`config.mk`:
```
export PLATFORM = sky130hd
export DESIGN_NAME = retry_mode_loader
export DESIGN_NICKNAME = d
export VERILOG_FILES = /design/src/rtl/rrm_pkg.sv /design/src/rtl/rrm_tbl_index.sv /design/src/rtl/rrm_op_build.sv /design/src/rtl/rrm_seq.sv /design/src/rtl/retry_mode_loader.sv
export SDC_FILE = /design/constraint.sdc
export NUM_CORES = 1
export LEC_CHECK = 0
export ABC_AREA = 1
export BUFFER_PORTS_ARGS = -buffer_cell sky130_fd_sc_hd__buf_2
export CORE_AREA = 10 10 59 61
export DETAILED_ROUTE_END_ITERATION = 7
export DIE_AREA = 0 0 69 71
export PLACE_DENSITY = 0.58
export SLEW_MARGIN = 25
export SYNTH_ARGS = -nofsm -noshare
export SYNTH_HDL_FRONTEND = slang
export SYNTH_SLANG_ARGS = --single-unit
```
`constraint.sdc`:
```
create_clock -name clk -period 2.6 [get_ports clk]
set_clock_uncertainty 0.1 [all_clocks]
set_input_delay 0.52 -clock clk [delete_from_list [all_inputs] [get_ports clk]]
set_output_delay 0.52 -clock clk [all_outputs]
set_load 0.01 [all_outputs]
```
`src/rtl/rrm_pkg.sv`:
```
package rrm_pkg;

    localparam int BYTE_W = 8;

    localparam logic [BYTE_W-1:0] CMD_ENTER_PARAMS = 8'h36;
    localparam logic [BYTE_W-1:0] CMD_APPLY_PARAMS = 8'h16;

    typedef enum logic [1:0] {
        OPK_CMD  = 2'd0,
        OPK_ADDR = 2'd1,
        OPK_DOUT = 2'd2
    } op_kind_e;

    typedef enum logic [2:0] {
        PH_IDLE  = 3'd0,
        PH_ENTER = 3'd1,
        PH_ADDR  = 3'd2,
        PH_DATA  = 3'd3,
        PH_APPLY = 3'd4
    } phase_e;

    // Fixed private register offsets, in write order.
    function automatic logic [BYTE_W-1:0] retry_reg_offset(input int unsigned k);
        case (k)
            0:       return 8'hCC;
            1:       return 8'hBF;
            2:       return 8'hAA;
            3:       return 8'hAB;
            4:       return 8'hCD;
            5:       return 8'hAD;
            6:       return 8'hAE;
            7:       return 8'hAF;
            default: return 8'h00;
        endcase
    endfunction

endpackage

```
`src/rtl/rrm_tbl_index.sv`:
```
module rrm_tbl_index #(
    parameter int NREGS  = 8,
    parameter int MODE_W = 3,
    parameter int IDX_W  = 3,
    parameter int TBL_AW = 6
) (
    input  logic [MODE_W-1:0] mode_sel,
    input  logic [IDX_W-1:0]  reg_idx,
    output logic [TBL_AW-1:0] tbl_addr
);
    localparam logic [TBL_AW-1:0] STRIDE = TBL_AW'(NREGS);

    always_comb begin
        tbl_addr = TBL_AW'(mode_sel) * STRIDE + TBL_AW'(reg_idx);
    end
endmodule

```
`src/rtl/rrm_op_build.sv`:
```
module rrm_op_build
    import rrm_pkg::*;
#(
    parameter int NREGS = 8,
    parameter int IDX_W = 3
) (
    input  phase_e             phase,
    input  logic [IDX_W-1:0]   reg_idx,
    input  logic [BYTE_W-1:0]  tbl_data,
    output logic               op_valid,
    output op_kind_e           op_kind,
    output logic [BYTE_W-1:0]  op_byte
);
    logic [BYTE_W-1:0] offs [NREGS];

    for (genvar g = 0; g < NREGS; g++) begin : g_off
        assign offs[g] = retry_reg_offset(g);
    end

    always_comb begin
        op_valid = 1'b1;
        op_kind  = OPK_CMD;
        op_byte  = '0;
        case (phase)
            PH_ENTER: op_byte = CMD_ENTER_PARAMS;
            PH_ADDR: begin
                op_kind = OPK_ADDR;
                op_byte = offs[reg_idx];
            end
            PH_DATA: begin
                op_kind = OPK_DOUT;
                op_byte = tbl_data;
            end
            PH_APPLY: op_byte = CMD_APPLY_PARAMS;
            default:  op_valid = 1'b0;
        endcase
    end
endmodule

```
`src/rtl/rrm_seq.sv`:
```
module rrm_seq
    import rrm_pkg::*;
#(
    parameter int NREGS  = 8,
    parameter int NMODES = 6,
    parameter int MODE_W = 3,
    parameter int IDX_W  = 3
) (
    input  logic              clk,
    input  logic              rst_n,
    input  logic              start,
    input  logic [MODE_W-1:0] mode_in,
    input  logic              op_ready,
    input  logic              op_fail,
    output phase_e            phase,
    output logic [IDX_W-1:0]  reg_idx,
    output logic [MODE_W-1:0] mode_q,
    output logic              busy,
    output logic              done,
    output logic              error
);
    localparam logic [MODE_W:0]  MODE_LIM = (MODE_W+1)'(NMODES);
    localparam logic [IDX_W-1:0] IDX_LAST = IDX_W'(NREGS - 1);

    typedef struct packed {
        phase_e              phase;
        logic [IDX_W-1:0]    idx;
        logic [MODE_W-1:0]   mode;
        logic                done;
        logic                error;
    } seq_state_t;

    seq_state_t s_d, s_q;
    logic       xfer;
    logic       mode_ok;

    always_comb begin
        s_d       = s_q;
        s_d.done  = 1'b0;
        s_d.error = 1'b0;
        xfer      = (s_q.phase != PH_IDLE) && op_ready;
        mode_ok   = {1'b0, mode_in} < MODE_LIM;

        if (s_q.phase == PH_IDLE) begin
            if (start) begin
                if (mode_ok) begin
                    s_d.phase = PH_ENTER;
                    s_d.mode  = mode_in;
                    s_d.idx   = '0;
                end else begin
                    s_d.error = 1'b1;
                end
            end
        end else if (xfer) begin
            if (op_fail) begin
                s_d.phase = PH_IDLE;
                s_d.error = 1'b1;
            end else begin
                case (s_q.phase)
                    PH_ENTER: begin
                        s_d.phase = PH_ADDR;
                        s_d.idx   = '0;
                    end
                    PH_ADDR:  s_d.phase = PH_DATA;
                    PH_DATA: begin
                        if (s_q.idx == IDX_LAST) begin
                            s_d.phase = PH_APPLY;
                        end else begin
                            s_d.phase = PH_ADDR;
                            s_d.idx   = s_q.idx + IDX_W'(1);
                        end
                    end
                    PH_APPLY: begin
                        s_d.phase = PH_IDLE;
                        s_d.done  = 1'b1;
                    end
                    default:  s_d.phase = PH_IDLE;
                endcase
            end
        end
    end

    always_ff @(posedge clk) begin
        if (!rst_n) begin
            s_q <= '{phase: PH_IDLE, idx: '0, mode: '0, done: 1'b0, error: 1'b0};
        end else begin
            s_q <= s_d;
        end
    end

    assign phase   = s_q.phase;
    assign reg_idx = s_q.idx;
    assign mode_q  = s_q.mode;
    assign busy    = (s_q.phase != PH_IDLE);
    assign done    = s_q.done;
    assign error   = s_q.error;


    stall_hold_chk: assert property (@(posedge clk) disable iff (!rst_n)
        (busy && !op_ready) |=> ($stable(s_q.phase) && $stable(s_q.idx)));


    bad_mode_chk: assert property (@(posedge clk) disable iff (!rst_n)
        (!busy && start && !mode_ok) |=> (error && !busy));


    fail_abort_chk: assert property (@(posedge clk) disable iff (!rst_n)
        (busy && op_ready && op_fail) |=> (error && !done && !busy));


    done_after_apply_chk: assert property (@(posedge clk) disable iff (!rst_n)
        done |-> $past(s_q.phase == PH_APPLY && op_ready && !op_fail));


    ignore_start_chk: assert property (@(posedge clk) disable iff (!rst_n)
        (busy && start) |=> $stable(s_q.mode));
endmodule

```
`src/rtl/retry_mode_loader.sv`:
```
module retry_mode_loader
    import rrm_pkg::*;
#(
    parameter int NREGS  = 8,
    parameter int NMODES = 6,
    localparam int MODE_W = (NMODES > 1) ? $clog2(NMODES) : 1,
    localparam int IDX_W  = (NREGS > 1) ? $clog2(NREGS) : 1,
    localparam int TBL_AW = (NREGS * NMODES > 1) ? $clog2(NREGS * NMODES) : 1
) (
    input  logic              clk,
    input  logic              rst_n,
    input  logic              start,
    input  logic [MODE_W-1:0] mode,
    input  logic              op_ready,
    input  logic              op_fail,
    input  logic [7:0]        tbl_data,
    output logic              busy,
    output logic              done,
    output logic              error,
    output logic              op_valid,
    output logic [1:0]        op_kind,
    output logic [7:0]        op_byte,
    output logic [TBL_AW-1:0] tbl_addr
);
    phase_e             phase;
    logic [IDX_W-1:0]   reg_idx;
    logic [MODE_W-1:0]  mode_q;
    op_kind_e           kind_w;

    rrm_seq #(
        .NREGS (NREGS),
        .NMODES(NMODES),
        .MODE_W(MODE_W),
        .IDX_W (IDX_W)
    ) u_seq (
        .clk     (clk),
        .rst_n   (rst_n),
        .start   (start),
        .mode_in (mode),
        .op_ready(op_ready),
        .op_fail (op_fail),
        .phase   (phase),
        .reg_idx (reg_idx),
        .mode_q  (mode_q),
        .busy    (busy),
        .done    (done),
        .error   (error)
    );

    rrm_tbl_index #(
        .NREGS (NREGS),
        .MODE_W(MODE_W),
        .IDX_W (IDX_W),
        .TBL_AW(TBL_AW)
    ) u_index (
        .mode_sel(mode_q),
        .reg_idx (reg_idx),
        .tbl_addr(tbl_addr)
    );

    rrm_op_build #(
        .NREGS(NREGS),
        .IDX_W(IDX_W)
    ) u_build (
        .phase   (phase),
        .reg_idx (reg_idx),
        .tbl_data(tbl_data),
        .op_valid(op_valid),
        .op_kind (kind_w),
        .op_byte (op_byte)
    );

    assign op_kind = kind_w;


    enter_first_chk: assert property (@(posedge clk) disable iff (!rst_n)
        $rose(op_valid) |-> (op_kind == 2'd0 && op_byte == 8'h36));


    out_hold_chk: assert property (@(posedge clk) disable iff (!rst_n)
        (op_valid && !op_ready) |=> (op_valid && $stable(op_kind) && $stable(tbl_addr)));


    quiet_idle_chk: assert property (@(posedge clk) disable iff (!rst_n)
        !busy |-> !op_valid);
endmodule

```
==> results by group <==
Synthesis
  – Syn Std Cell Area: a little under 800 sq um
  – Synthesized Nets: 142
  – Cells after Synth: 120
  – Synth warn: 0
  – Yosys reg bits: 11
  – Netlist cell types: 19
  – Register area share after synthesis: 28.0%
  – Syn_area_per_cell: 6.55 sq um

Power and ir drop
  – Comb power frac: 33.8%
  – Leak pwr: approximately 0.57 nW
  – PD cells: about 460 mW/mm^2
  – Sw Ratio: 36.5%
  – Clock network power share: 24.6%
  – Int Pwr: 0.300 mW
  – Worst VDD drop: 284 uV
  – Sequential share of power: a little over two fifths
  – Net Sw Power: 0.173 mW

Floorplan
  – Die Ht: 71 um
  – Initial core utilization: 32.9%
  – Die area: just under 0.005 sq mm
  – Num rows: 18
  – CORE AREA: 0.00239 sq mm
  – I/O pins: 36
  – Die X: 69 um

Critical path
  – Startpoint Class: register
  – Crit path max fanout: 6
  – Slowest Stage Delay on Critical Path: 0.45 ns
  – Critical Path End Type: output port
  – Worst Path Required: approximately 2.0 ns
  – Slowest CP cell: dfxtp_1
  – Crit path max-delay family: flip-flops
  – Worst path bufs/invs: 2
  – Critical Path AT: approximately 1.5 ns
  – Crit Path Category: register to output port
  – Worst-path cell chain: inv_1 > ha_1 > o21ai_0 > nand2_1 > nand3_1 > buf_2

Route
  – DRT iter0 DRCs: 27
  – Uppermost routed layer: met4
  – DR WL/cell: 11.4 um
  – Met2 WL: 1.17 mm
  – Detailed Route WL: 2.15 mm
  – Met1 WL: 870 um
  – Vias per cell: 4.55
  – Routed wl met3: 74 um
  – DR vias: 860
  – DRT Pass-1 Iters: 4
  – Detail Route Antenna Nets: 0
  – # DRC: 0

Layout
  – Ant diodes: 0
  – Finished Cell Area: roughly 0.0010 sq mm
  – P&R area growth vs syn: 30.6%
  – Commonest non-fill, non-tap cell in the layout: buf_2
  – Post-layout util: 43.0%
  – Layout cell share with drive strength beyond 1: a little over a third
  – Final net count: around 180
  – Commonest non-fill, non-tap cells in the layout: buf_2 (35), nand2_1 (26), nor2_1 (15)
  – Non-filler instance count after layout: 189

Clock network
  – CTS root buffer: clkbuf_4
  – Clock network latency to the later pin of the worst-skew pair: 0.27 ns
  – Clock Path Buffers: 2
  – CTS clock-pin slew for the worst setup and hold paths: 0.08 ns
  – Post-CTS setup buffers: 0
  – H-Tree Depth: 1
  – CTS resizes: 0
  – CTS tree: yes
  – # clock sinks: 11
  – CTS Buf Count: 3
  – Hold-fix buffers, CTS: 0

Placed design
  – Place WS: 0.789 ns
  – HPWL after detailed placement: around 1.8 mm
  – # placed instances: 185
  – Final Wtd Congestion: a little over 0.8
  – IO Port Bufs: 35
  – Post-DP Area: approximately 1000 sq um

Global route
  – Overflow after GRT: 0
  – GRT Total Usage: 8.67%
  – First-pass GRT wire length: 3.71 mm
  – Largest net degree at the start of global routing: 10
  – Initial antenna violation count: 0
  – Vias in the first global route: 846

STA
  – Setup violations, final: 0
  – Fin. max-slew vios: 0
  – Tcrit/Tclk final: 80.7%
  – Rel. slew slack: 84.4%
  – Fmax: 0.477 GHz
  – RSZ-0062 raised after global routing: no
  – Worst-margin pin slew: roughly 0.23 ns
  – Fin Setup TNS: 0 ns
  – Final Hold Fails: 0
  – Final worst slack: between 0.5 and 0.6 ns
  – Min Tclk post-route: 2.10 ns

Job
  – Max_cap viols: 0

Worst hold path
  – Worst Hold Class: input port to register

Run status
  – Status: finished, final reports clean
==> flip-flops by register name, indices dropped and copies added (netlist names) <==
signal         count
u_seq.error        1
u_seq.phase        3
u_seq.done         1
u_seq.mode_q       3
u_seq.reg_idx      3
==> routing by layer <==
layer / GRT usage [%] / up-vias
li1: - / 462
met1: 8.90 / 383
met2: 16.0 / 13
met3: 2.79 / 2
met4: 3.36 / 0
met5: 0 / -
==> stage by stage <==
| stage | total power [mW] | hold slack [ns] |
|---|---|---|
| floorplan | 0.302 | 0.410 |
| global placement | 0.361 | 0.364 |
| detailed placement | 0.362 | 0.375 |
| CTS | 0.480 | 0.342 |
| global route | 0.514 | 0.351 |
| finish | 0.473 | 0.354 |
==> final cells by class <==
| type | count | area, sq um |
|---|---|---|
| clock buffer | 3 | 22.5 |
| clock inverter | 1 | 5.00 |
| fill | 272 | 1360 |
| inverter | 18 | 68.8 |
| multi-input combinational | 91 | 497 |
| sequential | 11 | 220 |
| tap | 30 | 37.5 |
| timing repair buffer | 35 | 175 |
==> logic make-up (layout without fill, tap and decap cells) <==
kind of cell	Yosys count	count (layout)	synth area share (%)
adders and majority gates	6	6	9.55
buffers and inverters	18	57	8.76
AOI/OAI and AO/OA	20	20	14.0
DFF	11	11	28.0
and+or+nand+nor	65	65	39.6
==> Yosys cell counts, drive strengths merged <==
library cell  number  area (sq um)
o211ai             1          7.51
nor4               1          6.26
nand4              1          6.26
nand3             10          55.1
a21oi             10          50.1
nand2             32           145
clkinv             1          5.00
dfxtp             11           220
a22o               2          17.5
o21ai              7          35.0
nor2              21          98.8
inv               17          63.8
ha                 6          75.1
==> worst paths after layout <==
kind	startpoint	endpoint	slack, ns	depth (start not counted)
setup / recovery	u_seq.reg_idx[1]$_SDFFE_PN0P_	op_byte[1]	0.50	6
hold / removal	op_fail	u_seq.done$_SDFF_PP0_	0.35	2
setup reg to reg	u_seq.reg_idx[1]$_SDFFE_PN0P_	u_seq.reg_idx[1]$_SDFFE_PN0P_	1.10	7
hold reg to reg	u_seq.mode_q[1]$_SDFFE_PN0P_	u_seq.mode_q[1]$_SDFFE_PN0P_	0.39	2
==> power by group through the flow <==
stage / Combinational [mW] / Sequential [mW] / Clock, mW
finish: 0.160 / 0.196 / 0.116
global placement: 0.161 / 0.200 / 0
CTS: 0.162 / 0.196 / 0.121
global route: 0.183 / 0.199 / 0.132
detailed placement: 0.162 / 0.200 / 0
floorplan: 0.0987 / 0.203 / 0
Power figures use the tool's default switching activity.
